`config.mk`:
```
export PLATFORM = sky130hd
export DESIGN_NAME = chx_hash
export DESIGN_NICKNAME = d
export VERILOG_FILES = /design/src/rtl/chx_pkg.sv /design/src/rtl/chx_perm.sv /design/src/rtl/chx_entropy.sv /design/src/rtl/chx_range.sv /design/src/rtl/chx_hash.sv
export SDC_FILE = /design/constraint.sdc
export NUM_CORES = 1
export LEC_CHECK = 0
export ABC_AREA = 1
export BUFFER_PORTS_ARGS = -buffer_cell sky130_fd_sc_hd__buf_2
export CORE_ASPECT_RATIO = 1.25
export CORE_MARGIN = 2
export CORE_UTILIZATION = 50
export DETAILED_ROUTE_END_ITERATION = 10
export PLACE_DENSITY = 0.8
export SYNTH_ARGS = -nofsm -noshare
export SYNTH_HDL_FRONTEND = slang
export SYNTH_HIERARCHICAL = 1
export SYNTH_SLANG_ARGS = --single-unit
```
`constraint.sdc`:
```
create_clock -name clk -period 1.6 [get_ports clk]
set_input_delay 0.24 -clock clk [delete_from_list [all_inputs] [get_ports clk]]
set_output_delay 0.24 -clock clk [all_outputs]
set_load 0.01 [all_outputs]
```
`src/rtl/chx_pkg.sv`:
```
// Shared definitions for the channel index hash unit.
// Assumes: the mode field is two bits wide; the entropy hash works on
// fixed field widths listed below.
package chx_pkg;

    // Channel forming mode carried on in_mode.
    typedef enum logic [1:0] {
        MODE_STRAIGHT = 2'd0,
        MODE_ROW_XOR  = 2'd1,
        MODE_ENTROPY  = 2'd2,
        MODE_RESERVED = 2'd3
    } chx_mode_e;

    // Field widths that the entropy taps reach.
    localparam int unsigned ENT_CHAN_BITS = 5;
    localparam int unsigned ENT_ROW_BITS  = 15;
    localparam int unsigned ENT_BANK_BITS = 4;

endpackage

```
`src/rtl/chx_perm.sv`:
```
// Row-XOR permutation: folds the low row bits into the channel.
// Assumes: NUM_CHAN is a power of two no larger than 2**CHAN_W, and the
// caller passes the low CHAN_W row bits.
module chx_perm #(
    parameter int unsigned CHAN_W   = 5,
    parameter int unsigned NUM_CHAN = 16
) (
    input  logic [CHAN_W-1:0] chan_i,
    input  logic [CHAN_W-1:0] row_lo_i,
    output logic [CHAN_W-1:0] chan_o
);
    localparam logic [CHAN_W:0] MASK_WIDE = (CHAN_W+1)'(NUM_CHAN - 1);
    localparam logic [CHAN_W-1:0] ROW_MASK = MASK_WIDE[CHAN_W-1:0];

    // Combine channel with the masked row bits.
    always_comb begin
        chan_o = chan_i ^ (row_lo_i & ROW_MASK);
    end
endmodule

```
`src/rtl/chx_entropy.sv`:
```
// Entropy hash: each of the low five channel bits is XORed with a fixed
// set of row and bank bits. Channel bits above the fifth pass through.
// Assumes: missing row or bank bits (narrow fields) read as zero.
module chx_entropy
    import chx_pkg::*;
#(
    parameter int unsigned CHAN_W = 5,
    parameter int unsigned ROW_W  = 15,
    parameter int unsigned BANK_W = 4
) (
    input  logic [CHAN_W-1:0] chan_i,
    input  logic [ROW_W-1:0]  row_i,
    input  logic [BANK_W-1:0] bank_i,
    output logic [CHAN_W-1:0] chan_o
);
    logic [ENT_ROW_BITS-1:0]  r;
    logic [ENT_BANK_BITS-1:0] b;
    logic [ENT_CHAN_BITS-1:0] c;
    logic [ENT_CHAN_BITS-1:0] h;

    // Zero-extend or pick the fields to the tap widths.
    for (genvar i = 0; i < ENT_ROW_BITS; i++) begin : g_row
        if (i < ROW_W) begin : g_have
            assign r[i] = row_i[i];
        end else begin : g_zero
            assign r[i] = 1'b0;
        end
    end
    for (genvar i = 0; i < ENT_BANK_BITS; i++) begin : g_bank
        if (i < BANK_W) begin : g_have
            assign b[i] = bank_i[i];
        end else begin : g_zero
            assign b[i] = 1'b0;
        end
    end
    for (genvar i = 0; i < ENT_CHAN_BITS; i++) begin : g_chan
        if (i < CHAN_W) begin : g_have
            assign c[i] = chan_i[i];
        end else begin : g_zero
            assign c[i] = 1'b0;
        end
    end

    // Tap network for the five hashed bits.
    always_comb begin
        h[0] = c[0] ^ r[0] ^ r[5] ^ r[9]  ^ r[10] ^ r[13] ^ b[0] ^ b[3];
        h[1] = c[1] ^ r[1] ^ r[6] ^ r[11] ^ r[12] ^ b[1] ^ b[2] ^ b[3];
        h[2] = c[2] ^ r[2] ^ r[7] ^ r[8]  ^ r[9]  ^ r[14] ^ b[1];
        h[3] = c[3] ^ r[3] ^ r[8] ^ r[10] ^ r[11] ^ b[2] ^ b[3];
        h[4] = c[4] ^ r[4] ^ r[5] ^ r[8]  ^ r[9]  ^ r[12] ^ b[0] ^ b[1];
    end

    // Map hashed bits back to the channel width.
    for (genvar i = 0; i < CHAN_W; i++) begin : g_out
        if (i < ENT_CHAN_BITS) begin : g_hash
            assign chan_o[i] = h[i];
        end else begin : g_pass
            assign chan_o[i] = chan_i[i];
        end
    end
endmodule

```
`src/rtl/chx_range.sv`:
```
// Range check: flags a channel number that is not below NUM_CHAN.
// Assumes: NUM_CHAN fits in 32 bits.
module chx_range #(
    parameter int unsigned CHAN_W   = 5,
    parameter int unsigned NUM_CHAN = 16
) (
    input  logic [CHAN_W-1:0] chan_i,
    output logic              bad_o
);
    // Compare at 32 bits so NUM_CHAN = 2**CHAN_W is representable.
    always_comb begin
        bad_o = (32'(chan_i) >= NUM_CHAN);
    end
endmodule

```
`src/rtl/chx_hash.sv`:
```
// Channel index hash unit top: selects the channel forming mode, checks
// the range and registers the result for one cycle.
// Assumes: NUM_CHAN is a power of two, ROW_W >= CHAN_W, synchronous
// active-low reset.
module chx_hash
    import chx_pkg::*;
#(
    parameter int unsigned CHAN_W   = 5,
    parameter int unsigned ROW_W    = 15,
    parameter int unsigned BANK_W   = 4,
    parameter int unsigned NUM_CHAN = 16
) (
    input  logic              clk,
    input  logic              rst_n,
    input  logic              in_valid,
    input  logic [1:0]        in_mode,
    input  logic [CHAN_W-1:0] in_chan,
    input  logic [ROW_W-1:0]  in_row,
    input  logic [BANK_W-1:0] in_bank,
    output logic              out_valid,
    output logic [CHAN_W-1:0] out_chan,
    output logic              out_range_err,
    output logic              out_mode_err
);
    logic [CHAN_W-1:0] perm_chan;
    logic [CHAN_W-1:0] ent_chan;
    logic [CHAN_W-1:0] sel_chan;
    logic              sel_mode_err;
    logic              sel_range_err;

    chx_perm #(.CHAN_W(CHAN_W), .NUM_CHAN(NUM_CHAN)) u_perm (
        .chan_i   (in_chan),
        .row_lo_i (in_row[CHAN_W-1:0]),
        .chan_o   (perm_chan)
    );

    chx_entropy #(.CHAN_W(CHAN_W), .ROW_W(ROW_W), .BANK_W(BANK_W)) u_ent (
        .chan_i (in_chan),
        .row_i  (in_row),
        .bank_i (in_bank),
        .chan_o (ent_chan)
    );

    // Pick the channel for the requested mode.
    always_comb begin
        sel_mode_err = 1'b0;
        case (chx_mode_e'(in_mode))
            MODE_STRAIGHT: sel_chan = in_chan;
            MODE_ROW_XOR:  sel_chan = perm_chan;
            MODE_ENTROPY:  sel_chan = ent_chan;
            default: begin
                sel_chan     = in_chan;
                sel_mode_err = 1'b1;
            end
        endcase
    end

    chx_range #(.CHAN_W(CHAN_W), .NUM_CHAN(NUM_CHAN)) u_range (
        .chan_i (sel_chan),
        .bad_o  (sel_range_err)
    );

    // Output stage: valid and flags each cycle, channel only when accepted.
    always_ff @(posedge clk) begin
        if (!rst_n) begin
            out_valid     <= 1'b0;
            out_chan      <= '0;
            out_range_err <= 1'b0;
            out_mode_err  <= 1'b0;
        end else begin
            out_valid     <= in_valid;
            out_range_err <= in_valid & sel_range_err;
            out_mode_err  <= in_valid & sel_mode_err;
            if (in_valid) begin
                out_chan <= sel_chan;
            end
        end
    end

    assert_valid_delay_R2: assert property (@(posedge clk) disable iff (!rst_n)
        in_valid |=> out_valid);
    assert_idle_delay_R2: assert property (@(posedge clk) disable iff (!rst_n)
        !in_valid |=> !out_valid);
    assert_straight_R3: assert property (@(posedge clk) disable iff (!rst_n)
        (in_valid && in_mode == 2'd0) |=> (out_chan == $past(in_chan)));
    assert_perm_in_range_R4: assert property (@(posedge clk) disable iff (!rst_n)
        (in_valid && in_mode == 2'd1 && 32'(in_chan) < NUM_CHAN) |=> !out_range_err);
    assert_reserved_R6: assert property (@(posedge clk) disable iff (!rst_n)
        (in_valid && in_mode == 2'd3) |=> (out_mode_err && out_chan == $past(in_chan)));
    assert_flags_gated_R8: assert property (@(posedge clk) disable iff (!rst_n)
        !out_valid |-> (!out_range_err && !out_mode_err));
    assert_hold_R9: assert property (@(posedge clk) disable iff (!rst_n)
        !in_valid |=> $stable(out_chan));
endmodule

```
**Word level (Yosys, flattened, before mapping)**

Index checks and enable logic that the tools add are counted.

- Reduce and logical (&&, ||, !) cells: 2
- Magnitude comparators: 1
- Multiplexer cells: 2
- Equal/unequal tests: 2
- Bitwise logic cells: 36

Operators with widths:

| operator | number |
|---|---|
| bitwise XOR 1 bit | 33 |
| one-hot mux 5 bit (2 select lines) | 1 |
| greater-or-equal comparator 5 bit, second input constant | 1 |
| bitwise XOR 5 x 4 -> 5 bit | 1 |
| OR reduction 3 bit | 1 |
| bitwise AND 1 bit | 2 |
| equality test 2 x 1 -> 1 bit, second input constant | 1 |
| equality test 2 bit, second input constant | 1 |
| logical NOT 2 bit | 1 |
| two-way mux 1 bit | 1 |

- Register bits after elaboration: 8
- Bits of input ports: 29

**Longest topological paths before layout**

Gate-level depths: netlist of the first run.

- Word-level depth: 10
- Mapped depth: 14

**Modules after synthesis**

Netlist of the first run, hierarchy kept.

By module, submodules not included:

| module | seq. area each (µm²) | times used | cells each | area an instance (µm²) |
|---|---|---|---|---|
| chx_entropy | 0.0 | 1 | 94 | 518.0 |
| chx_hash | 160.2 | 1 | 61 | 451.7 |
| chx_perm | 0.0 | 1 | 21 | 82.6 |
| chx_range | 0.0 | 1 | 1 | 3.8 |

**Worst setup path before layout of the first run**

No wires, ideal clock.

- Path kind: input to register
- Start point: in in_row[9]
- End point: reg out_range_err
- Setup slack: 0.331 ns
- Setup time: 0.112 ns
- Arrival time: 1.157 ns
- Data required time: 1.488 ns
- Buffers on the path: 2
- Stages on the path: 14
- Path through: buf_2 > xnor2_1 > nand2_1 > nand2_1 > inv_1 > nand2_1 > nand2_1 > nand2_1 > nand3_1 > nand2_2 > inv_1 > clkbuf_1 > inv_1 > nor2_1

- Elaborated cells between the ends (all ways): 15

RTL lines:

| element | line | source |
|---|---|---|
| from (decl) | chx_hash.sv:18 | `input logic [ROW_W-1:0] in_row,` |
| bitwise XOR 1 bit (4 in series) | chx_entropy.sv:50 | `h[4] = c[4] ^ r[4] ^ r[5] ^ r[8] ^ r[9] ^ r[12] ^ b[0] ^ b[1];` |
| net ent_chan[4] | chx_hash.sv:26 | `logic [CHAN_W-1:0] ent_chan;` |
| one-hot mux 5 bit (2 select lines) | chx_hash.sv:47 | `case (chx_mode_e'(in_mode))` |
| net sel_chan[4] | chx_hash.sv:27 | `logic [CHAN_W-1:0] sel_chan;` |
| greater-or-equal comparator 5 bit | chx_range.sv:12 | `bad_o = (32'(chan_i) >= NUM_CHAN);` |
| net sel_range_err | chx_hash.sv:29 | `logic sel_range_err;` |
| bitwise AND 1 bit | chx_hash.sv:72 | `out_range_err <= in_valid & sel_range_err;` |
| to (signal assigned) | chx_hash.sv:72 |  |
| to (decl) | chx_hash.sv:22 | `output logic out_range_err,` |

The timed path passes the listed nets, and every way through them passes these cells.
A chain may end at the register's enable or synchronous reset.

**Final worst setup path of the first run**

- Start point: in in_bank[3]
- End point: reg out_chan[0]

- Longest elaborated chain between the ends: 2

Ends and longest elaborated chain:

| element | line | source |
|---|---|---|
| from (decl) | chx_hash.sv:19 | `input logic [BANK_W-1:0] in_bank,` |
| bitwise XOR 1 bit | chx_entropy.sv:46 | `h[0] = c[0] ^ r[0] ^ r[5] ^ r[9] ^ r[10] ^ r[13] ^ b[0] ^ b[3];` |
| net ent_chan[0] | chx_hash.sv:26 |  |
| one-hot mux 5 bit (2 select lines) | chx_hash.sv:47 |  |
| to (signal assigned) | chx_hash.sv:75 | `out_chan <= sel_chan;` |
| to (decl) | chx_hash.sv:21 | `output logic [CHAN_W-1:0] out_chan,` |

The timed path passes the listed nets, and every way through them passes these cells.

==> parameters.txt, run 1 <==
Parameter                              Value

Synthesis
  Post-Syn Area ... 0.001041 mm²
  Gate Count Post-Synth ... 173
  Average footprint of a synthesized cell ... around 6 µm²
  Synth warnings ... 6
  Number of nets produced by synthesis ... 205

STA
  Remaining max-slew budget at the tightest pin ... 83.23%
  Clock skew ... 0 ps
  Highest attainable clock frequency ... 0.9828 GHz
  Setup Viol. Count Final ... 0
  Post-layout minimum cycle time ... 1017 ps
  Count of endpoints failing hold in the final timing report ... 0
  Unrepaired setup endpoints after global routing ... false
  Final TNS setup ... 0 ps
  Worst-Margin Slew ... 248.9 ps
  Worst hold margin ... 283.5 ps
  Post-route setup slack ... 582.5 ps
  Max-slew violation total from the final report ... 0
  Post-route clock period utilization ... 63.59%

Finish
  Nets@finish ... 240
  Commonest cells after routing, fill and taps aside ... 63 x nand2_1, 36 x buf_2, 27 x inv_1
  Antenna cells ... 0
  Layout cell share with drive strength beyond 1 ... roughly 25%
  Final cell utilization of the core ... 61.99%
  Final cell count without fillers ... 226
  Layout area overhead ... 18.03%
  Commonest non-fill, non-tap cell in the layout ... nand2_1

Critical path
  Crit path buf inv count ... 1
  Cell type group with the largest total delay on the critical path ... simple AND/OR/NAND/NOR gates
  Beginning of the critical path ... in_bank[3]
  Critical Path Start Type ... input pin
  Worst setup path endpoint ... out_chan[0]
  Critical path arrival ... 1210 ps
  Most common cell on crit path ... nand2_1
  Worst reg2reg path depth ... 2
  Max Fanout on Critical Path ... 5
  Setup slack, reg-to-reg ... 900 ps
  CP required ... about 1800 ps
  Sequence of cells on the critical path ... buf_2 -> xnor2_1 -> nand3_1 -> nand2_1 -> nand2_1 -> nand2_1 -> nand2_1 -> nand3_1 -> nand2_2 -> a21oi_2
  CP peak stage delay ... 200 ps
  Kind of critical path ... input pin to flip-flop
  Critical Path End Type ... flip-flop
  Endpoint of the worst register-to-register path ... out_chan[4]
  Beginning of the worst register-to-register path ... out_chan[4]
  Cell with the largest stage delay on the worst path ... xnor2_1
  Instance count on the critical path ... 10

Clock tree
  CTS Sinks ... 8
  Clk Tree Root Cell ... clkbuf_4
  Clock tree from TritonCTS ... yes
  Post-CTS resize count ... 0
  Number of hold buffers added after cts ... 0
  Post-CTS setup buffer count ... 0
  Total number of H-tree levels ... 1
  Latest clock arrival within the worst-skew pair ... 250 ps
  Maximum buffer depth of the clock tree ... 2
  Number of buffers added by the clock tree synthesis step ... 3
  Clock transition at the registers of the reported paths ... around 50 ps

Floorplan
  Area of the core ... between 0.0015 and 0.002 mm²
  Die Span X ... 44.81 µm
  Cell Rows ... 18
  Area of the die ... 0.002465 mm²
  Vertical die dimension ... 55.02 µm
  Initial core utilization ... roughly 53%
  Number of top-level pins ... 37

Global routing
  Maximum number of pins on one net before global-route repair ... 12
  Vias in the first global route ... 893
  GRT Resource Usage Total ... 17.64%
  Global-route wire length before repair ... around 3300 µm
  Number of antenna violations at the first check in global routing ... 0
  Total gr overflow ... 0

Pwr
  Leakage component of the power ... 0.0007435 µW
  Power density over cell area ... between 500 and 600 mW/mm²
  Worst IR Drop VDD ... roughly 0.00028 V

Routing
  Total iterations of the first detailed-routing run ... 4
  1st-iter DRT viols ... 12
  Per-cell via count in the routed design ... 4.704
  Post-route ant nets ... 0
  Via count of the routed design ... 1063
  Total wire length after detailed routing ... 1890 µm
  WL per Instance ... 8.363 µm
  Remaining design rule violation count ... 0

Hold path
  Worst Hold Path Cells ... 3
  Type of the tightest min-delay check ... input pin to flip-flop

Placement
  Worst-case setup slack after placement ... slightly above 300 ps
  Routability Congestion ... 0.7717
  Port Buf Inserts ... 36
  Hpwl dp ... 1667 µm
  Number of placed instances, taps included ... 223

Outcome
  Outcome ... finished clean

Job
  Number of violations of the max-capacitance limit ... 0
-- worst register-to-register path, stage by stage, from the launching register on --
cell and delay [ps]:
dfxtp_1 300, o21ai_0 240, a21oi_2 50
-- area by class of cell --
type / instances / area [µm²]
Fill cell: 207 / 753.2
Clock buffer: 3 / 22.52
Timing Repair Buffer: 36 / 180.2
Multi-Input combinational cell: 131 / 735.7
Sequential cell: 8 / 160.2
Tap cell: 20 / 25.02
Inverter: 28 / 105.1
-- metal layers --
layer	wire, µm	share of wire (%)	global-route usage, %
met1	773	41	19.07
met5	0	0	0
met4	32	1.7	7.353
met3	95	5.0	0.9740
met2	989	52	35.02
-- how the worst min path moves through the flow --
stage | startpoint | endpoint | slack [ps]
4_1_cts | rst_n | out_chan[0] | 280
5_1_grt | rst_n | out_chan[3] | 300
2_1_floorplan | rst_n | out_valid | 370
3_5_place_dp | out_chan[3] | out_chan[3] | 530
6_report | rst_n | out_chan[0] | 280
3_3_place_gp | out_chan[0] | out_chan[0] | 510
-- state kept, by name, summed over array words and instances (netlist names) --
name / count
out_mode_err: 1
out_valid: 1
out_chan: 5
out_range_err: 1
-- where the power goes --
part / switching (µW) / leakage (µW) / internal [µW]
Clock: 64.1 / 0.0000138 / 85.5
Sequential: 4.64 / 0.0000662 / 214
Combinational: 190 / 0.000663 / 147
-- per-stage QoR --
stage	instance area (µm²)	total power, µW
2_1_floorplan	1041	466.0
3_3_place_gp	1206	546.8
3_5_place_dp	1206	560.7
4_1_cts	1229	713.6
5_1_grt	1229	776.6
6_report	1229	704.7
No activity file was read; power rests on OpenSTA's default activity.
==> run 2, diff against run 1 <==
- ABC_AREA: 1 -> 0
- CORE_UTILIZATION: 50 -> 40
- PLACE_DENSITY: 0.8 -> 0.74
- clock period: 1.6 -> 0.8 ns (I/O delays scaled with it)
==> parameters.txt, run 2 <==
Parameter                              Value

Finish
  FILL cells ... 96
  Layout cell share with drive strength beyond 1 ... 64.71%
  Flip-flop and latch area ... 166.4 µm²
  Largest register by flop count ... out_chan
  Flip-flop count of the largest register after layout ... 5
  Combined area of the multi-input logic cells ... 711.9 µm²
  Total non-filler cell area in the finished layout ... 0.001443 mm²
  Commonest non-fill, non-tap cell in the layout ... buf_4
  Layout area overhead ... 103.4%
  Nets@finish ... 170
  Commonest cells after routing, fill and taps aside ... 22 x buf_4, 21 x buf_2, 17 x buf_6
  Antenna cells ... 0

Global routing
  Global-route wire length before repair ... 3084 µm
  Maximum number of pins on one net before global-route repair ... 15
  GRT Resource Usage Total ... approximately a fifth
  Number of antenna violations at the first check in global routing ... 0
  Vias in the first global route ... 786
  Total gr overflow ... 0

Floorplan
  Area of the core ... 0.001723 mm²
  Area of the die ... 0.002128 mm²
  Initial core utilization ... between 40% and 50%
  Vertical die dimension ... 51.09 µm
  Die Span X ... 41.67 µm
  Cell Rows ... 17
  Number of top-level pins ... 37

Clock tree
  Clock transition at the registers of the reported paths ... 60 ps
  Latest clock arrival within the worst-skew pair ... 260 ps
  Number of buffers added by the clock tree synthesis step ... 3
  Clk Tree Root Cell ... clkbuf_4
  Number of hold buffers added after cts ... 0
  Clock tree from TritonCTS ... yes
  Maximum buffer depth of the clock tree ... 2
  Total number of H-tree levels ... 1
  CTS Sinks ... 8

Placement
  Hpwl dp ... approximately 1400 µm
  Routability Congestion ... ~0.73
  Port Buf Inserts ... 36
  Post-DP Area ... 0.001127 mm²

Routing
  Via count of the routed design ... 804
  Per-cell via count in the routed design ... 5.187
  Total iterations of the first detailed-routing run ... 6
  Remaining design rule violation count ... 0
  Total wire length after detailed routing ... 2209 µm
  Post-route ant nets ... 0
  WL per Instance ... about 14 µm
  1st-iter DRT viols ... 17

STA
  Remaining max-slew budget at the tightest pin ... 79.72%
  Clock skew ... 0 ps
  Final TNS setup ... -1018 ps
  Max-slew violation total from the final report ... 0
  Post-route clock period utilization ... 133.9%
  Setup Viol. Count Final ... 13
  Highest attainable clock frequency ... 0.9333 GHz
  Post-layout minimum cycle time ... 1071 ps
  Post-route setup slack ... -271.4 ps
  Count of endpoints failing hold in the final timing report ... 0
  Worst hold margin ... 178.6 ps
  Unrepaired setup endpoints after global routing ... true
  Worst-Margin Slew ... 302.7 ps

Hold path
  Type of the tightest min-delay check ... input pin to flip-flop

Outcome
  Violations in the final reports ... negative setup slack
  Outcome ... complete, but fails checks

Critical path
  Max Fanout on Critical Path ... 2
  Critical path arrival ... 1210 ps
  CP required ... 940 ps
  Critical Path Start Type ... input pin
  Critical Path End Type ... flip-flop
  Kind of critical path ... input pin to flip-flop

Synthesis
  Gate Count Post-Synth ... 75
  Synth warnings ... 6
  Post-Syn Area ... 709.4 µm²
  Average footprint of a synthesized cell ... approximately 9.5 µm²
  Number of nets produced by synthesis ... 107

Job
  Number of violations of the max-capacitance limit ... 0

Pwr
  Leakage component of the power ... 0.0006699 µW
  Worst IR Drop VDD ... slightly above 0.0006 V
  Pwr Total ... between 1500 and 2000 µW
  Power density over cell area ... around 1200 mW/mm²
[run 2: cell type report]
class                   count  area share, %
clock buffers               3          1.561
inverters                   3         0.7806
multi-input cells          59          49.35
repair buffers             63          35.13
flip-flops and latches      8          11.54
well taps                  19          1.648
[run 2: path summary, 6_finish.rpt]
kind | start | end | slack [ps] | depth (start not counted)
worst min-delay path | rst_n | out_range_err | 180 | 2
worst max register to register | out_chan[0] | out_chan[0] | 70 | 3
worst min register to register | out_chan[3] | out_chan[3] | 520 | 2
worst max-delay path | in_chan[1] | out_chan[1] | -270 | 6
[run 2: power by group]
group | internal (µW) | switching, µW | total, µW
clock network | 173 | 154 | 327
registers | 432 | 15.5 | 447
logic | 598 | 385 | 983
[run 2: per-layer routing]
layer | part of all wire (%) | wire length (µm) | up-vias | track usage [%]
met5 | 0 | 0 | - | 0
met4 | 4.1 | 90 | 0 | 16.13
met3 | 4.3 | 95 | 9 | 2.473
met2 | 59 | 1307 | 35 | 37.76
met1 | 32 | 716 | 377 | 17.32
li1 | - | - | 383 | -
[run 2: per-stage QoR]
step	worst slack (ps)	std cells	utilization (%)
after global placement	-464.4	147	65.43
after detailed placement	-514.7	147	65.43
after CTS	-201.0	154	75.60
after floorplan	-356.1	75	-
after global routing	-331.5	155	83.73
final	-271.4	155	83.73
[run 2: timing repair]
action,CTS,global route
buffers inserted,4,1
resized for setup,27,22
setup endpoints to repair,14,14
pin swaps,25,19
[run 2: worst max-delay path, stage by stage]
cell and delay (ps):
buf_6 80, xnor3_1 410, xnor2_2 150, xnor2_1 120
a22oi_1 210, o211ai_1 120
